File: src/rtl/replay_fifo_pkg.sv
// Shared definitions for the replay FIFO.
// Assumes nothing beyond a 9-bit data word.
package replay_fifo_pkg;
    localparam int RF_DATA_W = 9;

    // Active-low status lines grouped together.
    typedef struct packed {
        logic ef_n;
        logic hf_n;
        logic pafe_n;
    } rf_flags_t;
endpackage

File: src/rtl/rf_ptr_ctl.sv
// Pointer control: write, read and mark positions with a wrap bit.
// Accepts or refuses the strobes and derives occupancy and the span held by the mark.
// Assumes DEPTH is a power of two, so that the pointers wrap naturally.
module rf_ptr_ctl #(
    parameter int DEPTH = 256,
    localparam int AW = $clog2(DEPTH),
    localparam int PW = AW + 1
) (
    input  logic          clk,
    input  logic          rst_n,
    input  logic          wr_n,
    input  logic          rd_n,
    input  logic          mark,
    input  logic          rt_n,
    output logic          wr_go,
    output logic          rd_go,
    output logic [AW-1:0] wr_addr,
    output logic [AW-1:0] rd_addr,
    output logic [PW-1:0] occ,
    output logic [PW-1:0] span,
    output logic [PW-1:0] wp_q,
    output logic [PW-1:0] rp_q,
    output logic [PW-1:0] mk_q,
    output logic          mark_vld
);
    localparam logic [PW-1:0] DEPTH_P = PW'(DEPTH);

    logic rt_go;
    logic mark_go;
    logic full;
    logic guard;

    // Decide which strobes take effect this cycle.
    always_comb begin
        occ     = wp_q - rp_q;
        span    = wp_q - mk_q;
        full    = (occ == DEPTH_P);
        guard   = mark_vld && (span == DEPTH_P);
        rt_go   = !rt_n && mark_vld;
        rd_go   = !rd_n && !rt_go && (occ != '0);
        wr_go   = !wr_n && !full && !guard;
        mark_go = mark && !rt_go;
        wr_addr = wp_q[AW-1:0];
        rd_addr = rp_q[AW-1:0];
    end

    // Advance the pointers and record the mark.
    always_ff @(posedge clk) begin
        if (!rst_n) begin
            wp_q     <= '0;
            rp_q     <= '0;
            mk_q     <= '0;
            mark_vld <= 1'b0;
        end else begin
            if (wr_go) wp_q <= wp_q + 1'b1;
            if (rt_go)      rp_q <= mk_q;
            else if (rd_go) rp_q <= rp_q + 1'b1;
            if (mark_go) begin
                mk_q     <= rp_q;
                mark_vld <= 1'b1;
            end
        end
    end
endmodule

File: src/rtl/rf_store.sv
// Word storage with a registered read port and a read-valid flag.
// Assumes the controller never writes and reads the same live slot in one cycle.
module rf_store #(
    parameter int DATA_W = 9,
    parameter int DEPTH  = 256,
    localparam int AW = $clog2(DEPTH)
) (
    input  logic              clk,
    input  logic              rst_n,
    input  logic              wr_go,
    input  logic [AW-1:0]     wr_addr,
    input  logic [DATA_W-1:0] din,
    input  logic              rd_go,
    input  logic [AW-1:0]     rd_addr,
    output logic [DATA_W-1:0] dout,
    output logic              dout_vld
);
    logic [DATA_W-1:0] mem [DEPTH];

    // Store an accepted word.
    always_ff @(posedge clk) begin
        if (wr_go) mem[wr_addr] <= din;
    end

    // Present an accepted read and flag it valid.
    always_ff @(posedge clk) begin
        if (!rst_n) begin
            dout     <= '0;
            dout_vld <= 1'b0;
        end else begin
            dout_vld <= rd_go;
            if (rd_go) dout <= mem[rd_addr];
        end
    end
endmodule

File: src/rtl/rf_flags.sv
// Offset register and status decode for the six fill regions.
// Assumes occ never exceeds DEPTH.
module rf_flags
    import replay_fifo_pkg::*;
#(
    parameter int DEPTH = 256,
    localparam int AW = $clog2(DEPTH),
    localparam int PW = AW + 1
) (
    input  logic          clk,
    input  logic          rst_n,
    input  logic [PW-1:0] occ,
    input  logic          ofs_ld,
    input  logic [AW-1:0] ofs_in,
    output logic [AW-1:0] ofs_q,
    output rf_flags_t     flags
);
    localparam logic [PW-1:0] DEPTH_P = PW'(DEPTH);
    localparam logic [PW-1:0] HALF_P  = PW'(DEPTH / 2);
    localparam logic [AW-1:0] OFS_RST = AW'(DEPTH / 8);

    logic [PW-1:0] ofs_w;

    // Reload the offset only while the buffer is empty.
    always_ff @(posedge clk) begin
        if (!rst_n)                      ofs_q <= OFS_RST;
        else if (ofs_ld && occ == '0)    ofs_q <= ofs_in;
    end

    // Decode occupancy into the three active-low lines.
    always_comb begin
        ofs_w        = {1'b0, ofs_q};
        flags.ef_n   = !((occ == '0) || (occ == DEPTH_P));
        flags.hf_n   = !(occ > HALF_P);
        flags.pafe_n = !((occ <= ofs_w) || (occ >= DEPTH_P - ofs_w));
    end
endmodule

File: src/rtl/replay_fifo.sv
// Top of the replay FIFO: pointer control, storage and status decode.
// Assumes one clock for both sides and a power-of-two DEPTH of at least 8.
module replay_fifo
    import replay_fifo_pkg::*;
#(
    parameter int DEPTH = 256,
    localparam int AW = $clog2(DEPTH),
    localparam int PW = AW + 1
) (
    input  logic                 clk,
    input  logic                 rst_n,
    input  logic                 wr_n,
    input  logic [RF_DATA_W-1:0] din,
    input  logic                 rd_n,
    output logic [RF_DATA_W-1:0] dout,
    output logic                 dout_vld,
    input  logic                 mark,
    input  logic                 rt_n,
    input  logic                 ofs_ld,
    input  logic [AW-1:0]        ofs_in,
    output logic                 ef_n,
    output logic                 hf_n,
    output logic                 pafe_n
);
    logic          wr_go;
    logic          rd_go;
    logic [AW-1:0] wr_addr;
    logic [AW-1:0] rd_addr;
    logic [PW-1:0] occ;
    logic [PW-1:0] span;
    logic [PW-1:0] wp_q;
    logic [PW-1:0] rp_q;
    logic [PW-1:0] mk_q;
    logic          mark_vld;
    logic [AW-1:0] ofs_q;
    rf_flags_t     flags;

    rf_ptr_ctl #(.DEPTH(DEPTH)) u_ptr (
        .clk(clk), .rst_n(rst_n), .wr_n(wr_n), .rd_n(rd_n),
        .mark(mark), .rt_n(rt_n), .wr_go(wr_go), .rd_go(rd_go),
        .wr_addr(wr_addr), .rd_addr(rd_addr), .occ(occ), .span(span),
        .wp_q(wp_q), .rp_q(rp_q), .mk_q(mk_q), .mark_vld(mark_vld)
    );

    rf_store #(.DATA_W(RF_DATA_W), .DEPTH(DEPTH)) u_store (
        .clk(clk), .rst_n(rst_n), .wr_go(wr_go), .wr_addr(wr_addr),
        .din(din), .rd_go(rd_go), .rd_addr(rd_addr),
        .dout(dout), .dout_vld(dout_vld)
    );

    rf_flags #(.DEPTH(DEPTH)) u_flags (
        .clk(clk), .rst_n(rst_n), .occ(occ), .ofs_ld(ofs_ld),
        .ofs_in(ofs_in), .ofs_q(ofs_q), .flags(flags)
    );

    // Bring the status struct out to the pins.
    always_comb begin
        ef_n   = flags.ef_n;
        hf_n   = flags.hf_n;
        pafe_n = flags.pafe_n;
    end
endmodule

File: config.mk
export PLATFORM = sky130hd
export DESIGN_NAME = replay_fifo
export DESIGN_NICKNAME = d
export VERILOG_FILES = /design/src/rtl/replay_fifo_pkg.sv /design/src/rtl/rf_ptr_ctl.sv /design/src/rtl/rf_store.sv /design/src/rtl/rf_flags.sv /design/src/rtl/replay_fifo.sv
export SDC_FILE = /design/constraint.sdc
export NUM_CORES = 2
export LEC_CHECK = 0
export BUFFER_PORTS_ARGS = -buffer_cell sky130_fd_sc_hd__buf_2
export CORE_MARGIN = 3
export CORE_UTILIZATION = 60
export DETAILED_ROUTE_END_ITERATION = 8
export PLACE_DENSITY = 0.81
export REMOVE_ABC_BUFFERS = 1
export SETUP_SLACK_MARGIN = 0.5
export SYNTH_ARGS = -nofsm -noshare
export SYNTH_HDL_FRONTEND = slang
export SYNTH_HIERARCHICAL = 1
export SYNTH_SLANG_ARGS = --single-unit
export TNS_END_PERCENT = 1
File: constraint.sdc
create_clock -name clk -period 5.6 [get_ports clk]
set_input_delay 0.56 -clock clk [delete_from_list [all_inputs] [get_ports clk]]
set_output_delay 0.56 -clock clk [all_outputs]
set_load 0.02 [all_outputs]
* Word level (Yosys, flattened, before mapping)
Memories as Yosys holds them, arrays and structs flattened. A register that Yosys moved wholly into a read port is not among the register bits.
Index checks and enable logic that the tools add are counted.
** Cells by class
- Add/subtract/negate cells :: 5
- Magnitude comparators :: 3
- Equal/unequal tests :: 2
- Multiplexer cells :: 4
- Reductions and logical operators :: 23
** Operator list (count)
- 9-bit by 1-bit adder with 9-bit output (second input constant) :: 2
- 9-bit equality test (second input constant) :: 2
- 9-bit two-way mux :: 2
- 9-bit subtractor :: 2
- 1-bit zero test :: 10
- 9-bit >= comparator :: 1
- 9-bit by 8-bit > comparator with 1-bit output (second input constant) :: 1
- 9-bit by 8-bit <= comparator with 1-bit output :: 1
- 9-bit zero test :: 1
- 9-bit nonzero test :: 1
- 9-bit by 8-bit subtractor with 9-bit output (first input constant) :: 1
- 1-bit logical AND :: 8
- 1-bit logical OR :: 2
- 1-bit two-way mux :: 2
- 2-bit nonzero test :: 1
** Word-level totals
- Bits in registers :: 37
- Bits in writable memories :: 2304
- Input port bits :: 24
- Output and inout bits :: 13
- Logic and storage cells :: 44
- Memories :: 1
** Memory list
- u_store.mem :: words 256, bits a word 9, read ports 1, clocked after memory_dff 1, wr ports 1, RTL line rf_store.sv:18 : logic [DATA_W-1:0] mem [DEPTH];

* Longest topological paths before layout
- Depth after elaboration :: 7
- Depth in mapped cells :: 17
- Depth with buffers taken out :: 17

* Hierarchy
The synthesis kept the hierarchy.
** Modules (own cells, without submodules)
- rf_store :: times used 1, cells each 4326, area each 90055.1 sq um, seq. area each 69386.5 sq um
- rf_ptr_ctl :: times used 1, cells each 288, area each 2317.2 sq um, seq. area each 560.5 sq um
- rf_flags :: times used 1, cells each 106, area each 863.3 sq um, seq. area each 160.2 sq um

* Least setup slack after synthesis
No wires, ideal clock.
- Kind :: register -> output
- From :: reg u_ptr.wp_q[0]
- To :: out pafe_n
- Arrival time :: 3762 ps
- Required time :: 5040 ps
- Path slack :: 1278 ps
- Cell stages (with the launch flop) :: 15
- Buffers on the path :: 0
- Cells stage by stage :: dfxtp_1 > inv_1 > ha_1 > fa_1 > nand2b_1 > a21oi_2 > o31ai_2 > a21oi_2 > xor2_2 > inv_2 > ha_1 > and4_1 > a21oi_1 > o21ai_0 > a2111oi_0
** On the way
- Cells in the longest elaborated chain, start to end :: 4
- Elaborated cells between the ends (all ways) :: 5
- Classes of those cells :: add/sub: 1; order compare: 2; reduce/logical: 2
** RTL lines
- start, declared :: RTL line rf_ptr_ctl.sv:21 : output logic [PW-1:0] wp_q,
- start signal, assigned :: RTL line rf_ptr_ctl.sv:55 : if (wr_go) wp_q <= wp_q + 1'b1;
- 9-bit subtractor (*) :: RTL line rf_ptr_ctl.sv:35 : occ = wp_q - rp_q;
- via occ[8] :: RTL line replay_fifo.sv:29 : logic [PW-1:0] occ;
- 9-bit by 8-bit <= comparator with 1-bit output / 9-bit >= comparator (equally long branches) :: RTL line rf_flags.sv:35 : flags.pafe_n = !((occ <= ofs_w) || (occ >= DEPTH_P - ofs_w));
- 1-bit logical OR (*) :: RTL line rf_flags.sv:35
- 1-bit zero test (*) :: RTL line rf_flags.sv:35
- end, declared :: RTL line replay_fifo.sv:23 : output logic pafe_n
Mark *: on every way through the listed nets, which the timed path passes. The rest lies on a longest branch.

* Worst setup path in the final report
- From :: reg u_ptr.wp_q[0]
- To :: reg u_store.dout[8] (read register of u_store.mem)
** On the way
- Cells in the longest elaborated chain, start to end :: 3
** RTL lines
- 9-bit subtractor :: RTL line rf_ptr_ctl.sv:35
- via occ[4] :: RTL line replay_fifo.sv:29
- 9-bit nonzero test :: RTL line rf_ptr_ctl.sv:40 : rd_go = !rd_n && !rt_go && (occ != '0);
- 1-bit logical AND :: RTL line rf_ptr_ctl.sv:40
- via rd_go :: RTL line replay_fifo.sv:26 : logic rd_go;
- end, declared :: RTL line rf_store.sv:15 : output logic [DATA_W-1:0] dout,
The timed path passes the listed nets, and every way through them passes these cells.
A chain may end at the register's enable or synchronous reset.

==> summary.txt <==
Most frequent cells in the layout - edfxtp_1 (2304), mux4_2 (444), nor2_1 (326)
Vias per cell - 7.13
Root Buffer - clkbuf_16
DR vias - 50523
CP endpoint kind - flip-flop
Die ar. - 0.160 sq mm
Post-DP HPWL - 142000 um
Port Buf Inserts - 36
Worst setup SP type - flip-flop
Status - finished, final reports clean
Sequential cell fraction of total power - 0.523
Slowest stage cell, crit path - o2111ai_1
Ports - 37
Switching Share - 0.221
Total global-route track usage - 0.310
Routability Congestion - 0.914
WP data arrival - 5830 ps
Yosys warns - 6
Hold endpoint - u_ptr/mark_vld
Max-cap violation count - 0
Grt total ovfl - 0
Worst-Margin Slew - 1350 ps
Worst-skew pair later-pin latency - 840 ps
Layout cell share with drive strength beyond 1 - 0.202
CORE AREA - 0.153 sq mm
Hold path start - mark
Clock Skews - 49.5 ps
Largest net degree at the start of global routing - 180
Cells after Synth - 4709
VDD IR-drop max - 0.000337 V
Pwr/cell area - 361 mW/mm^2
Critical Path Fanout Max - 7
M2 GR Usage - 0.476
# H-tree levels - 4
Design Area, Final - 0.103 sq mm
Wirelength per Cell - 34.5 um
Wire length after detailed routing - 245000 um
RSZ-0062 raised after global routing - true
Combinational share of power - 0.079
Initial antenna violation count - 16
Mapped Area - 0.0932 sq mm
Depth of the worst register-to-register path - 17
Initial core utilization - 0.608
Worst hold margin - 133 ps
Area Overhead vs Synth - 10.4%
CP max stage delay - 450 ps
M1 GR Usage - 0.411
Clock Power Share - 0.398
NumNets Final - 4924
DRC errors left - 0
Most common cell after layout, fill and taps aside - edfxtp_1
Worst-case clock buffer depth - 3
Setup TNS - 0 ps
Final hold violations - 0
RR Endpoint - u_store/dout[8]
Sink Count - 2350
Antenna Nets Post-Route - 0
Crit path kind - flip-flop to flip-flop
Worst-path clk slew - 60 ps
Horiz. Die Dim - 400 um
Vias in the first global route - 49958
Avg Inst Size Synth - 19.8 sq um
P_int - 28.9 mW
CTS tree - built
Max_slew headroom - 0.0801
Clock buffers created by TritonCTS - 216
Global-route wire length before repair - 354000 um
Critical path's top delay family - simple AND/OR/NAND/NOR gates
Most used cell, CP - nor4_4
Clock period minus worst slack - 5060 ps
Worst Hold Path Cells - 2
R2r setup slk - 540 ps
Final setup violation count - 0
Maximum clock frequency - 0.198 GHz
Req. time, crit path - 6370 ps
Crit-path cells - inv_1 -> ha_1 -> fa_1 -> nand2b_1 -> a21oi_1 -> xor2_1 -> or4_1 -> nor4_4 -> a21o_1 -> nor2_1 -> and2_1 -> nor2b_1 -> o31ai_1 -> nor4_2 -> o2111ai_1 -> nor4_4 -> a211o_1
Worst hold path class - input pin to flip-flop
P_leak - 31.8 nW
Worst r2r src - u_ptr/wp_q[0]
Row count - 143
P_sw - 8.19 mW
Busiest metal layer after global routing - met2
Die Y-Extent - 400 um
Core Util, Final - 0.671
Final Max Tran Viols - 0
Met3 usage - 0.0845
CP Buf/Inv Count - 1
DP Area - 0.0956 sq mm
DR pass1 iterations - 9
Period utilization - 0.904
Starting DRC count in detailed routing - 8622
-- power groups by stage --
stage | Combinational, mW | Clock, mW | Sequential [mW]
4_1_cts | 2.88 | 14.9 | 19.4
3_3_place_gp | 2.78 | 0 | 19.7
3_5_place_dp | 2.84 | 0 | 19.7
6_report | 2.93 | 14.8 | 19.4
2_1_floorplan | 3.21 | 0 | 20.1
5_1_grt | 3.04 | 15.6 | 19.4
-- registers in the layout, summed over array words and instances (netlist names) --
name              cells
u_store/mem        2304
u_ptr/mk_q            9
u_ptr/rp_q            9
u_ptr/wp_q            9
u_store/dout          9
u_flags/ofs_q         8
u_ptr/mark_vld        1
u_store/dout_vld      1
-- final cells by class --
cell class                      instances  area (sq um)
Inverter                               38           148
Tap cell                             2030          2540
Fill cell                            9169         50300
Clock inverter                        117          1230
Clock buffer                          285          5900
Sequential cell                      2350         70100
Timing Repair Buffer                  218          1810
Antenna cell                            8          20.0
Multi-Input combinational cell       2039         21100
-- per-stage QoR --
| step | setup slack [ps] | power [mW] | cells |
|---|---|---|---|
| after floorplan | -25690 | 23.3 | 4427 |
| after global placement | 242 | 22.5 | 6667 |
| after detailed placement | 78.7 | 22.6 | 6667 |
| after CTS | 557 | 37.2 | 7077 |
| after global routing | 465 | 38.0 | 7077 |
| final | 540 | 37.1 | 7085 |
-- timing repair --
item | CTS | global route
setup buffers | 0 | 0
gates resized for setup | 2 | 4
endpoints found under the hold margin | 8 | 0
endpoints found under the setup margin | 1 | 2
hold buffers | 8 | 0
-- layer usage --
metal	vias to the layer above	part of all wire
met2	4223	0.47
met5	-	0.00067
met4	14	0.065
met3	857	0.13
met1	25669	0.34
li1	19760	-
-- worst max-delay path by stage --
stage | endpoint | cells past startpoint | from | slack (ps)
2_1_floorplan | pafe_n | 13 | u_ptr/rp_q[0] | -25690
3_3_place_gp | u_store/dout[8] | 15 | u_ptr/wp_q[4] | 240
3_5_place_dp | u_store/dout[8] | 15 | u_ptr/wp_q[4] | 80
4_1_cts | u_store/dout[8] | 15 | u_ptr/wp_q[4] | 560
5_1_grt | pafe_n | 15 | u_ptr/wp_q[0] | 470
6_report | u_store/dout[8] | 17 | u_ptr/wp_q[0] | 540
Power figures use the tool's default switching activity.
